===== src/rtl/xcvr_mode_pkg.sv =====
// Shared types for the transceiver mode controller.
// Assumes: nothing beyond SystemVerilog enums.
package xcvr_mode_pkg;

    typedef enum logic [2:0] {
        M_UNPOW    = 3'd0,
        M_FAILSAFE = 3'd1,
        M_NORMAL   = 3'd2,
        M_SILENT   = 3'd3,
        M_SLEEP    = 3'd4
    } xmc_mode_e;

    // Fail-safe entry cause; the value is the level driven on the transmit pin.
    typedef enum logic {
        CAUSE_WAKE   = 1'b0,
        CAUSE_SUPPLY = 1'b1
    } xmc_cause_e;

endpackage


===== src/rtl/xmc_sync.sv =====
// Two-stage synchroniser for a bundle of asynchronous pin levels.
// Assumes: each bit is an independent quasi-static level; INIT is the idle level.
module xmc_sync #(
    parameter int          W    = 1,
    parameter logic [W-1:0] INIT = '0
) (
    input  logic         clk,
    input  logic         rst_n,
    input  logic [W-1:0] d_in,
    output logic [W-1:0] d_out
);

    logic [W-1:0] meta_q;
    logic [W-1:0] sync_q;

    // Two flops in series per bit.
    always_ff @(posedge clk) begin
        if (!rst_n) begin
            meta_q <= INIT;
            sync_q <= INIT;
        end else begin
            meta_q <= d_in;
            sync_q <= meta_q;
        end
    end

    assign d_out = sync_q;

endmodule


===== src/rtl/xmc_sel_window.sv =====
// Enable falling-edge detector with a delayed view of transmit data.
// The transmit level reported with the edge is the synchronised value from
// LAG cycles earlier, which models the mode-select window.
// Assumes: en_s and txd_s come from the same synchroniser latency.
module xmc_sel_window #(
    parameter int LAG = 3
) (
    input  logic clk,
    input  logic rst_n,
    input  logic en_s,
    input  logic txd_s,
    output logic en_fall,
    output logic txd_pick
);

    logic en_q;

    // Previous synchronised enable for edge detection.
    always_ff @(posedge clk) begin
        if (!rst_n) en_q <= 1'b0;
        else        en_q <= en_s;
    end

    assign en_fall = en_q & ~en_s;

    generate
        if (LAG == 0) begin : g_nolag
            assign txd_pick = txd_s;
        end else begin : g_lag
            logic [LAG-1:0] hist_q;

            // Shift history of transmit data; bit i holds the value i+1 cycles old.
            always_ff @(posedge clk) begin
                if (!rst_n) begin
                    hist_q <= '1;
                end else begin
                    for (int i = LAG - 1; i > 0; i--) begin
                        hist_q[i] <= hist_q[i-1];
                    end
                    hist_q[0] <= txd_s;
                end
            end

            assign txd_pick = hist_q[LAG-1];
        end
    endgenerate

endmodule


===== src/rtl/xmc_rst_gen.sv =====
// Host reset generator: debounces regulator undervoltage before pulling the
// reset low, and stretches the release until the regulator has been good
// for RST_TICKS consecutive ticks.
// Assumes: vcc_uv is a clean synchronous flag; tick is a one-cycle strobe.
module xmc_rst_gen #(
    parameter int RST_TICKS = 4000,
    parameter int DEB_TICKS = 8
) (
    input  logic clk,
    input  logic rst_n,
    input  logic tick,
    input  logic reg_on,
    input  logic vcc_uv,
    output logic rst_out_n
);

    localparam int RW = $clog2(RST_TICKS + 1);
    localparam int DW = $clog2(DEB_TICKS + 1);
    localparam logic [RW-1:0] RST_LAST = RW'(RST_TICKS - 1);
    localparam logic [DW-1:0] DEB_LAST = DW'(DEB_TICKS - 1);

    logic [RW-1:0] good_cnt;
    logic [DW-1:0] uv_cnt;
    logic          nres_q;

    // Reset output state with debounce on assertion and stretch on release.
    always_ff @(posedge clk) begin
        if (!rst_n || !reg_on) begin
            nres_q   <= 1'b0;
            good_cnt <= '0;
            uv_cnt   <= '0;
        end else if (vcc_uv) begin
            good_cnt <= '0;
            if (nres_q && tick) begin
                if (uv_cnt == DEB_LAST) begin
                    nres_q <= 1'b0;
                    uv_cnt <= '0;
                end else begin
                    uv_cnt <= uv_cnt + 1'b1;
                end
            end
        end else begin
            uv_cnt <= '0;
            if (!nres_q && tick) begin
                if (good_cnt == RST_LAST) nres_q <= 1'b1;
                else                      good_cnt <= good_cnt + 1'b1;
            end
        end
    end

    assign rst_out_n = nres_q;

endmodule


===== src/rtl/xmc_fsm.sv =====
// Operating mode state machine and output decode.
// Assumes: en_s synchronised, en_fall/txd_pick from the select window,
// rst_ok is the registered host reset level, supply flags are synchronous.
module xmc_fsm
    import xcvr_mode_pkg::*;
(
    input  logic clk,
    input  logic rst_n,
    input  logic vs_above,
    input  logic vs_below,
    input  logic wake_evt,
    input  logic en_s,
    input  logic en_fall,
    input  logic txd_pick,
    input  logic rst_ok,
    output logic tx_path_en,
    output logic rx_path_en,
    output logic reg_en,
    output logic term_en,
    output logic weak_pu_en,
    output logic txd_oe,
    output logic txd_drv,
    output logic rxd_force,
    output logic rxd_drv
);

    xmc_mode_e  st_q, st_d;
    xmc_cause_e cause_q, cause_d;

    // Next mode; a supply drop outranks every other condition.
    always_comb begin
        st_d    = st_q;
        cause_d = cause_q;
        if (st_q != M_UNPOW && vs_below) begin
            st_d = M_UNPOW;
        end else begin
            case (st_q)
                M_UNPOW: begin
                    if (vs_above) begin
                        st_d    = M_FAILSAFE;
                        cause_d = CAUSE_SUPPLY;
                    end
                end
                M_FAILSAFE: begin
                    if (rst_ok && en_s) st_d = M_NORMAL;
                end
                M_NORMAL: begin
                    if (!rst_ok) begin
                        st_d    = M_FAILSAFE;
                        cause_d = CAUSE_SUPPLY;
                    end else if (en_fall) begin
                        st_d = txd_pick ? M_SILENT : M_SLEEP;
                    end
                end
                M_SILENT: begin
                    if (!rst_ok) begin
                        st_d    = M_FAILSAFE;
                        cause_d = CAUSE_SUPPLY;
                    end else if (wake_evt) begin
                        st_d    = M_FAILSAFE;
                        cause_d = CAUSE_WAKE;
                    end
                end
                M_SLEEP: begin
                    if (wake_evt) begin
                        st_d    = M_FAILSAFE;
                        cause_d = CAUSE_WAKE;
                    end
                end
                default: st_d = M_UNPOW;
            endcase
        end
    end

    // Mode and cause registers.
    always_ff @(posedge clk) begin
        if (!rst_n) begin
            st_q    <= M_UNPOW;
            cause_q <= CAUSE_SUPPLY;
        end else begin
            st_q    <= st_d;
            cause_q <= cause_d;
        end
    end

    assign tx_path_en = (st_q == M_NORMAL);
    assign rx_path_en = (st_q == M_NORMAL);
    assign reg_en     = (st_q == M_FAILSAFE) || (st_q == M_NORMAL) || (st_q == M_SILENT);
    assign term_en    = (st_q == M_FAILSAFE) || (st_q == M_NORMAL);
    assign weak_pu_en = (st_q == M_SILENT) || (st_q == M_SLEEP);
    assign txd_oe     = (st_q == M_FAILSAFE);
    assign txd_drv    = (cause_q == CAUSE_SUPPLY);
    assign rxd_force  = (st_q == M_FAILSAFE) || (st_q == M_SILENT) || (st_q == M_SLEEP);
    assign rxd_drv    = (st_q == M_SILENT);

endmodule


===== src/rtl/xcvr_mode_ctrl.sv =====
// Top of the transceiver mode controller: synchronises the host pins, finds
// the enable edge with its windowed transmit sample, runs the mode machine
// and generates the host reset.
// Assumes: us_tick is a one-cycle strobe in the clk domain.
module xcvr_mode_ctrl #(
    parameter int RST_TICKS = 4000,
    parameter int DEB_TICKS = 8,
    parameter int SEL_LAG   = 3
) (
    input  logic clk,
    input  logic rst_n,
    input  logic us_tick,
    input  logic en_pin,
    input  logic txd_pin,
    input  logic vs_above,
    input  logic vs_below,
    input  logic vcc_uv,
    input  logic wake_evt,
    output logic tx_path_en,
    output logic rx_path_en,
    output logic reg_en,
    output logic term_en,
    output logic weak_pu_en,
    output logic rst_out_n,
    output logic txd_oe,
    output logic txd_drv,
    output logic rxd_force,
    output logic rxd_drv
);

    logic [1:0] pins_s;
    logic       en_s, txd_s, en_fall, txd_pick, rst_ok;

    xmc_sync #(.W(2), .INIT(2'b01)) u_sync (
        .clk   (clk),
        .rst_n (rst_n),
        .d_in  ({en_pin, txd_pin}),
        .d_out (pins_s)
    );

    assign en_s  = pins_s[1];
    assign txd_s = pins_s[0];

    xmc_sel_window #(.LAG(SEL_LAG)) u_win (
        .clk      (clk),
        .rst_n    (rst_n),
        .en_s     (en_s),
        .txd_s    (txd_s),
        .en_fall  (en_fall),
        .txd_pick (txd_pick)
    );

    xmc_fsm u_fsm (
        .clk        (clk),
        .rst_n      (rst_n),
        .vs_above   (vs_above),
        .vs_below   (vs_below),
        .wake_evt   (wake_evt),
        .en_s       (en_s),
        .en_fall    (en_fall),
        .txd_pick   (txd_pick),
        .rst_ok     (rst_ok),
        .tx_path_en (tx_path_en),
        .rx_path_en (rx_path_en),
        .reg_en     (reg_en),
        .term_en    (term_en),
        .weak_pu_en (weak_pu_en),
        .txd_oe     (txd_oe),
        .txd_drv    (txd_drv),
        .rxd_force  (rxd_force),
        .rxd_drv    (rxd_drv)
    );

    xmc_rst_gen #(.RST_TICKS(RST_TICKS), .DEB_TICKS(DEB_TICKS)) u_rst (
        .clk       (clk),
        .rst_n     (rst_n),
        .tick      (us_tick),
        .reg_on    (reg_en),
        .vcc_uv    (vcc_uv),
        .rst_out_n (rst_ok)
    );

    assign rst_out_n = rst_ok;

endmodule


===== config.mk =====
export PLATFORM = sky130hd
export DESIGN_NAME = xcvr_mode_ctrl
export DESIGN_NICKNAME = d
export VERILOG_FILES = /design/src/rtl/xcvr_mode_pkg.sv /design/src/rtl/xmc_sync.sv /design/src/rtl/xmc_sel_window.sv /design/src/rtl/xmc_rst_gen.sv /design/src/rtl/xmc_fsm.sv /design/src/rtl/xcvr_mode_ctrl.sv
export SDC_FILE = /design/constraint.sdc
export NUM_CORES = 1
export LEC_CHECK = 0
export BUFFER_PORTS_ARGS = -buffer_cell sky130_fd_sc_hd__buf_2
export CORE_MARGIN = 3
export CORE_UTILIZATION = 50
export DETAILED_ROUTE_END_ITERATION = 10
export PLACE_DENSITY = 0.73
export SETUP_SLACK_MARGIN = 0.5
export SLEW_MARGIN = 5
export SYNTH_ARGS = -nofsm -noshare
export SYNTH_HDL_FRONTEND = slang
export SYNTH_SLANG_ARGS = --single-unit

===== constraint.sdc =====
create_clock -name clk -period 1.7 [get_ports clk]
set_input_delay 0.085 -clock clk [delete_from_list [all_inputs] [get_ports clk]]
set_output_delay 0.085 -clock clk [all_outputs]
set_load 0.02 [all_outputs]

; Yosys cells after proc, flatten, opt, wreduce, memory -nomap -nowiden
; Cells that the tools add are included.
; W data, S select, Z words.
[totals]
input_bits = 9
word_cells = 73
regBits = 29
out_inout_bits = 10
[classes]
n_mux = 19
addsub = 2
n_bitwise = 6
reduce_logical = 25
eq_ne = 12
[ops]
columns = op, n
row1 = $mux W3, 7
row2 = $pmux W3 S5, 1
row3 = $add A12 B1 Y12 const B, 1
row4 = $eq A12 B12 Y1 const B, 1
row5 = $mux W1, 9
row6 = $reduce_and A4 Y1, 2
row7 = $eq A3 B2 Y1 const B, 2
row8 = $logic_or A1 B1 Y1, 6
row9 = $ne A2 B1 Y1 const B, 3
row10 = $reduce_or A2 Y1, 3
row11 = $not A1 Y1, 5
row12 = $add A4 B1 Y4 const B, 1
row13 = $eq A4 B3 Y1 const B, 1
row14 = $logic_and A1 B1 Y1, 4
row15 = $mux W4, 1
row16 = $ne A2 B2 Y1 const B, 2
row17 = $pmux W1 S4, 1
row18 = $reduce_bool A2 Y1, 2
row19 = $reduce_bool A4 Y1, 1
row20 = $eq A3 B1 Y1 const B, 1
row21 = $eq A3 B3 Y1 const B, 1
row22 = $logic_not A1 Y1, 3
row23 = $logic_not A3 Y1, 1
row24 = $ne A3 B3 Y1 const B, 1
row25 = other kinds (4), 4

; Depth between registers and ports, before layout
[depth]
word_depth = 6
mapped_depth = 5
mapped_depth_nobuf = 5

; Modules after synthesis
; From an unflattened synthesis, not the netlist that was laid out.
[unflattened]
hier_cells = 163
area_unflattened_um2 = 1422.6
[by_module_without_submodules]
columns = mod, instances, area_per_inst_um2, cells_each
row1 = xmc_rst_gen, 1, 822.0, 94
row2 = xmc_fsm, 1, 384.1, 52
row3 = xmc_sel_window, 1, 111.4, 9
row4 = xmc_sync, 1, 105.1, 8

; Least setup slack after synthesis
; No wires, ideal clock.
[synth_timing]
path_kind = register to register
from = reg u_fsm.st_q[0]
to = reg u_fsm.cause_q, in the netlist u_fsm.txd_drv
required_ns = 1.578
path_slack_ns = 0.001
path_stages_with_launch = 5
arrival_time_ns = 1.577
path_buffers = 0
period_less_slack_ns = 1.699
path_cell_list = dfxtp_1 or2_2 mux2i_1 o31ai_1 a221o_1
[synth_via]
elab_chain_cells = 4
[synth_lines]
columns = item, line
row1 = from (decl), xmc_fsm.sv:27  ; xmc_mode_e st_q, st_d;
row2 = from (signal assigned), xmc_fsm.sv:81  ; st_q <= st_d;
row3 = "parallel branches: the longest is 4 deep, another holds $reduce_and A4 Y1", -
row4 = to (signal assigned), xmc_fsm.sv:82  ; cause_q <= cause_d;
row5 = to (decl), xmc_fsm.sv:28  ; xmc_cause_e cause_q, cause_d;
; Several ways; the timed one is not identified.
; A chain may end at the register's enable or synchronous reset.

; Worst setup path after layout
[layout_timing]
from = reg u_rst.good_cnt[0]
to = reg u_rst.good_cnt[5]
[layout_via]
elab_chain_cells = 3
[layout_lines]
columns = item, line
row1 = from (decl), xmc_rst_gen.sv:22  ; logic [RW-1:0] good_cnt;
row2 = from (signal assigned), xmc_rst_gen.sv:46  ; else good_cnt <= good_cnt + 1'b1;
row3 = "parallel branches: the longest is 3 deep, another holds $add A12 B1 Y12", -
; Several ways; the timed one is not identified.

==> run_results.csv <==
group,metric,value,unit
clocking,numCtsBuffers,5,
synthesis,ys_ff_latch,29,
critical_path,arrival,1930,ps
detailed_routing,wl_per_cell,20.7,microns
global_routing,gr-usage-all-layers,0.241,
global_routing,grt_max_degree,14,
clocking,clk_pin_slew,90,ps
critical_path,startpoint_type,"flip-flop",
synthesis,synthCells,168,
synthesis,synth_cell_types,35,
status,status,"finished clean",
timing,fin_crit,1680,ps
critical_path,worstPathMaxFanout,10,
detailed_routing,maxUsedRoutingLayer,"met4",
critical_path,crit_type,"flip-flop to flip-flop",
die,dieArea,3520,sq um
timing,timing.fmax,0.594,GHz
synthesis,syn_area_per_cell,8.45,sq um
detailed_routing,vias,1574,
power_and_ir_drop,p_leak,0.797,nW
detailed_routing,wl_met2,2590,microns
timing,finalSetupViolCount,0,
finish,area.sequential,608,sq um
die,num_rows,18,
detailed_routing,routed_wl,5160,microns
detailed_routing,dr.pass1.iters,5,
clocking,clk_path_buf_depth,2,
clocking,cts.sinks,29,
power_and_ir_drop,power,1.57,mW
run,max-cap-violations,0,
power_and_ir_drop,irDropWorstVdd,0.578,mV
place,place_inst,209,
global_routing,antenna_found_initial,0,
synthesis,yosysWarningCount,0,
hold_path,hold_depth,2,
critical_path,critical-path-max-stage-delay,480,ps
die,core_area,2590,sq um
timing,rsz0062_at_grt,"yes",
global_routing,grt_remaining_overflow,0,
critical_path,path_depth,6,
timing,hold_viol,0,
timing,relSlewSlack,0.744,
detailed_routing,drcViolationCount,0,
place,post-place-ws,64.4,ps
place,portBuffers,18,
timing,worst_pin_slew,380,ps
place,dpl_cell_area,1610,sq um
die,die_w,59.3,microns
detailed_routing,postRouteAntennaNets,0,
critical_path,worstPathRequired,1950,ps
finish,design_area,2250,sq um
finish,multi_input_area,1070,sq um
finish,layoutNonFillerInstCount,249,
critical_path,path_delay_family,"simple AND/OR/NAND/NOR gates",
finish,syn_to_final_growth,58.1,%
global_routing,grt_pass1_wl,6220,microns
power_and_ir_drop,power_density,700,nW/um^2
die,ioPinCount,19,
timing,skew,11.1,ps
finish,insertedDiodeCount,0,
clocking,clk_latency,320,ps
critical_path,r2r_cells,6,
detailed_routing,drtIter0Drc,219,
detailed_routing,vias_per_cell,6.32,
synthesis,ys_seq_area_frac,0.409,
synthesis,synth.net_count,179,
critical_path,crit_buf_inv,1,
clocking,htree_levels,2,
die,initial_core_util,0.548,
place,dpl.hpwl,2010,microns
synthesis,netlist_area,1420,sq um
timing,finalCritPeriodShare,0.990,
clocking,cts_root_buf,"clkbuf_4",
critical_path,cp_slowest_cell,"or4_4",
timing,hold_ws,62.9,ps
timing,setup_ws,17.3,ps
global_routing,grt_pass1_vias,1356,
critical_path,end_kind,"flip-flop",
detailed_routing,wl_met1,1890,microns
detailed_routing,dr_wl_met3,498,microns
timing,slew_violations,0,
finish,fillers,113,
die,die_y,59.3,microns
place,place_congestion,0.802,
clocking,cts_tree,"done",
hold_path,hold_class,"input port to flip-flop",
finish,drive_above_1_share,0.562,
critical_path,cp_cell_sequence,"ha_4 > nand4_1 > o311ai_4 > buf_12 > or4_4 > a21oi_2",
finish,final_nets,229,
[cells in the final DEF, fill, tap and decap left out, drive strengths merged, types with 3 or more instances in the layout]
cell type / count
buf: 49
dfxtp: 29
nor2: 18
nand2b: 15
a21oi: 13
nand3: 10
nand2: 9
clkbuf: 8
o21ai: 6
xnor2: 6
inv: 5
or4: 5
nor3: 5
nor4: 4
mux2i: 4
or2: 3
nand4: 3
or3: 3
and2: 3
nor2b: 3
[through the flow]
| stage | setup TNS, ps | utilization |
|---|---|---|
| 2_1_floorplan | 0 | - |
| 4_1_cts | 0 | 0.795 |
| 5_1_grt | -59.9 | 0.867 |
| 3_5_place_dp | 0 | 0.622 |
| 3_3_place_gp | 0 | 0.622 |
| 6_report | 0 | 0.867 |
[path summary, 6_finish.rpt]
kind | start | endpoint | slack, ps
setup / recovery | u_rst.good_cnt[0] | u_rst.good_cnt[5] | 20
setup reg to reg | u_rst.good_cnt[0] | u_rst.good_cnt[5] | 20
hold / removal | vcc_uv | u_rst.rst_out_n | 60
hold reg to reg | u_sync.d_out[0] | u_win.g_lag.hist_q[0] | 410
[worst reg2reg max path, stage by stage, from the launching register on]
cell	delay, ps
dfxtp_2	350
ha_4	160
nand4_1	160
o311ai_4	150
buf_12	170
or4_4	480
a21oi_2	150
[synth_stat cells]
cell type	number	area (sq um)
a211oi_1	1	7.51
ha_1	2	25.0
nand3_1	10	50.1
a32oi_1	1	8.76
or2_2	3	18.8
xor2_1	2	17.5
nor2_2	1	6.26
buf_2	4	20.0
or3_2	3	22.5
o311ai_4	1	26.3
a221o_1	1	10.0
and3b_1	1	8.76
nor2b_1	3	18.8
nor3_1	5	25.0
nand2b_1	15	93.8
clkbuf_1	4	15.0
nand4_1	3	18.8
nand2_1	9	33.8
nor4_1	4	25.0
dfxtp_1	29	581
or3b_4	1	11.3
inv_1	5	18.8
a21oi_1	13	65.1
and2_1	3	18.8
nor4bb_1	1	10.0
nor2_1	17	63.8
mux2i_1	4	40.0
buf_4	1	7.51
or4_1	4	30.0
xnor2_1	6	52.6
a221oi_1	1	8.76
o31ai_1	2	15.0
o211ai_1	1	7.51
o32ai_1	1	8.76
o21ai_0	6	30.0
[routing by layer]
metal / vias up / track usage
met5: - / 0
met4: 0 / 0.107
met3: 25 / 0.0806
met2: 100 / 0.409
met1: 755 / 0.271
li1: 694 / -
[area by class of cell]
class	count	share of cell area
multi-input cells	126	0.477
flip-flops and latches	29	0.271
repair buffers	51	0.201
clock buffers	8	0.0262
well taps	30	0.0167
inverters	5	0.00836
[timing repair]
item	in CTS	in global routing
endpoints found under the setup margin	27	29
hold buffers	2	0
cloned	1	0
pin swaps	12	13
buffers inserted	21	8
hold endpoints to repair	2	0
gates resized for setup	46	35
[sequential cells by signal, indices dropped and copies added (netlist names)]
register            flops
u_sync.meta_q           2
u_rst.good_cnt         12
u_win.en_q              1
u_fsm.txd_drv           1
u_fsm.st_q              3
u_rst.uv_cnt            4
u_sync.d_out            2
u_win.g_lag.hist_q      3
u_rst.rst_out_n         1
[logic make-up (layout without fill, tap and decap cells)]
kind of cell,after synthesis,count (layout),synth area share
AOI/OAI and AO/OA,28,28,0.132
xor gates and xnor gates,8,8,0.0493
adders and majority gates,2,2,0.0176
buffers and inverters,14,64,0.0432
DFF,29,29,0.409
muxes,4,4,0.0282
and+or+nand+nor,83,84,0.321
[power by group]
| part | switching, mW | internal (mW) |
|---|---|---|
| Sequential | 0.0157 | 0.691 |
| Clock | 0.232 | 0.204 |
| Combinational | 0.209 | 0.220 |
| Total | 0.457 | 1.11 |
Power figures use the tool's default switching activity.
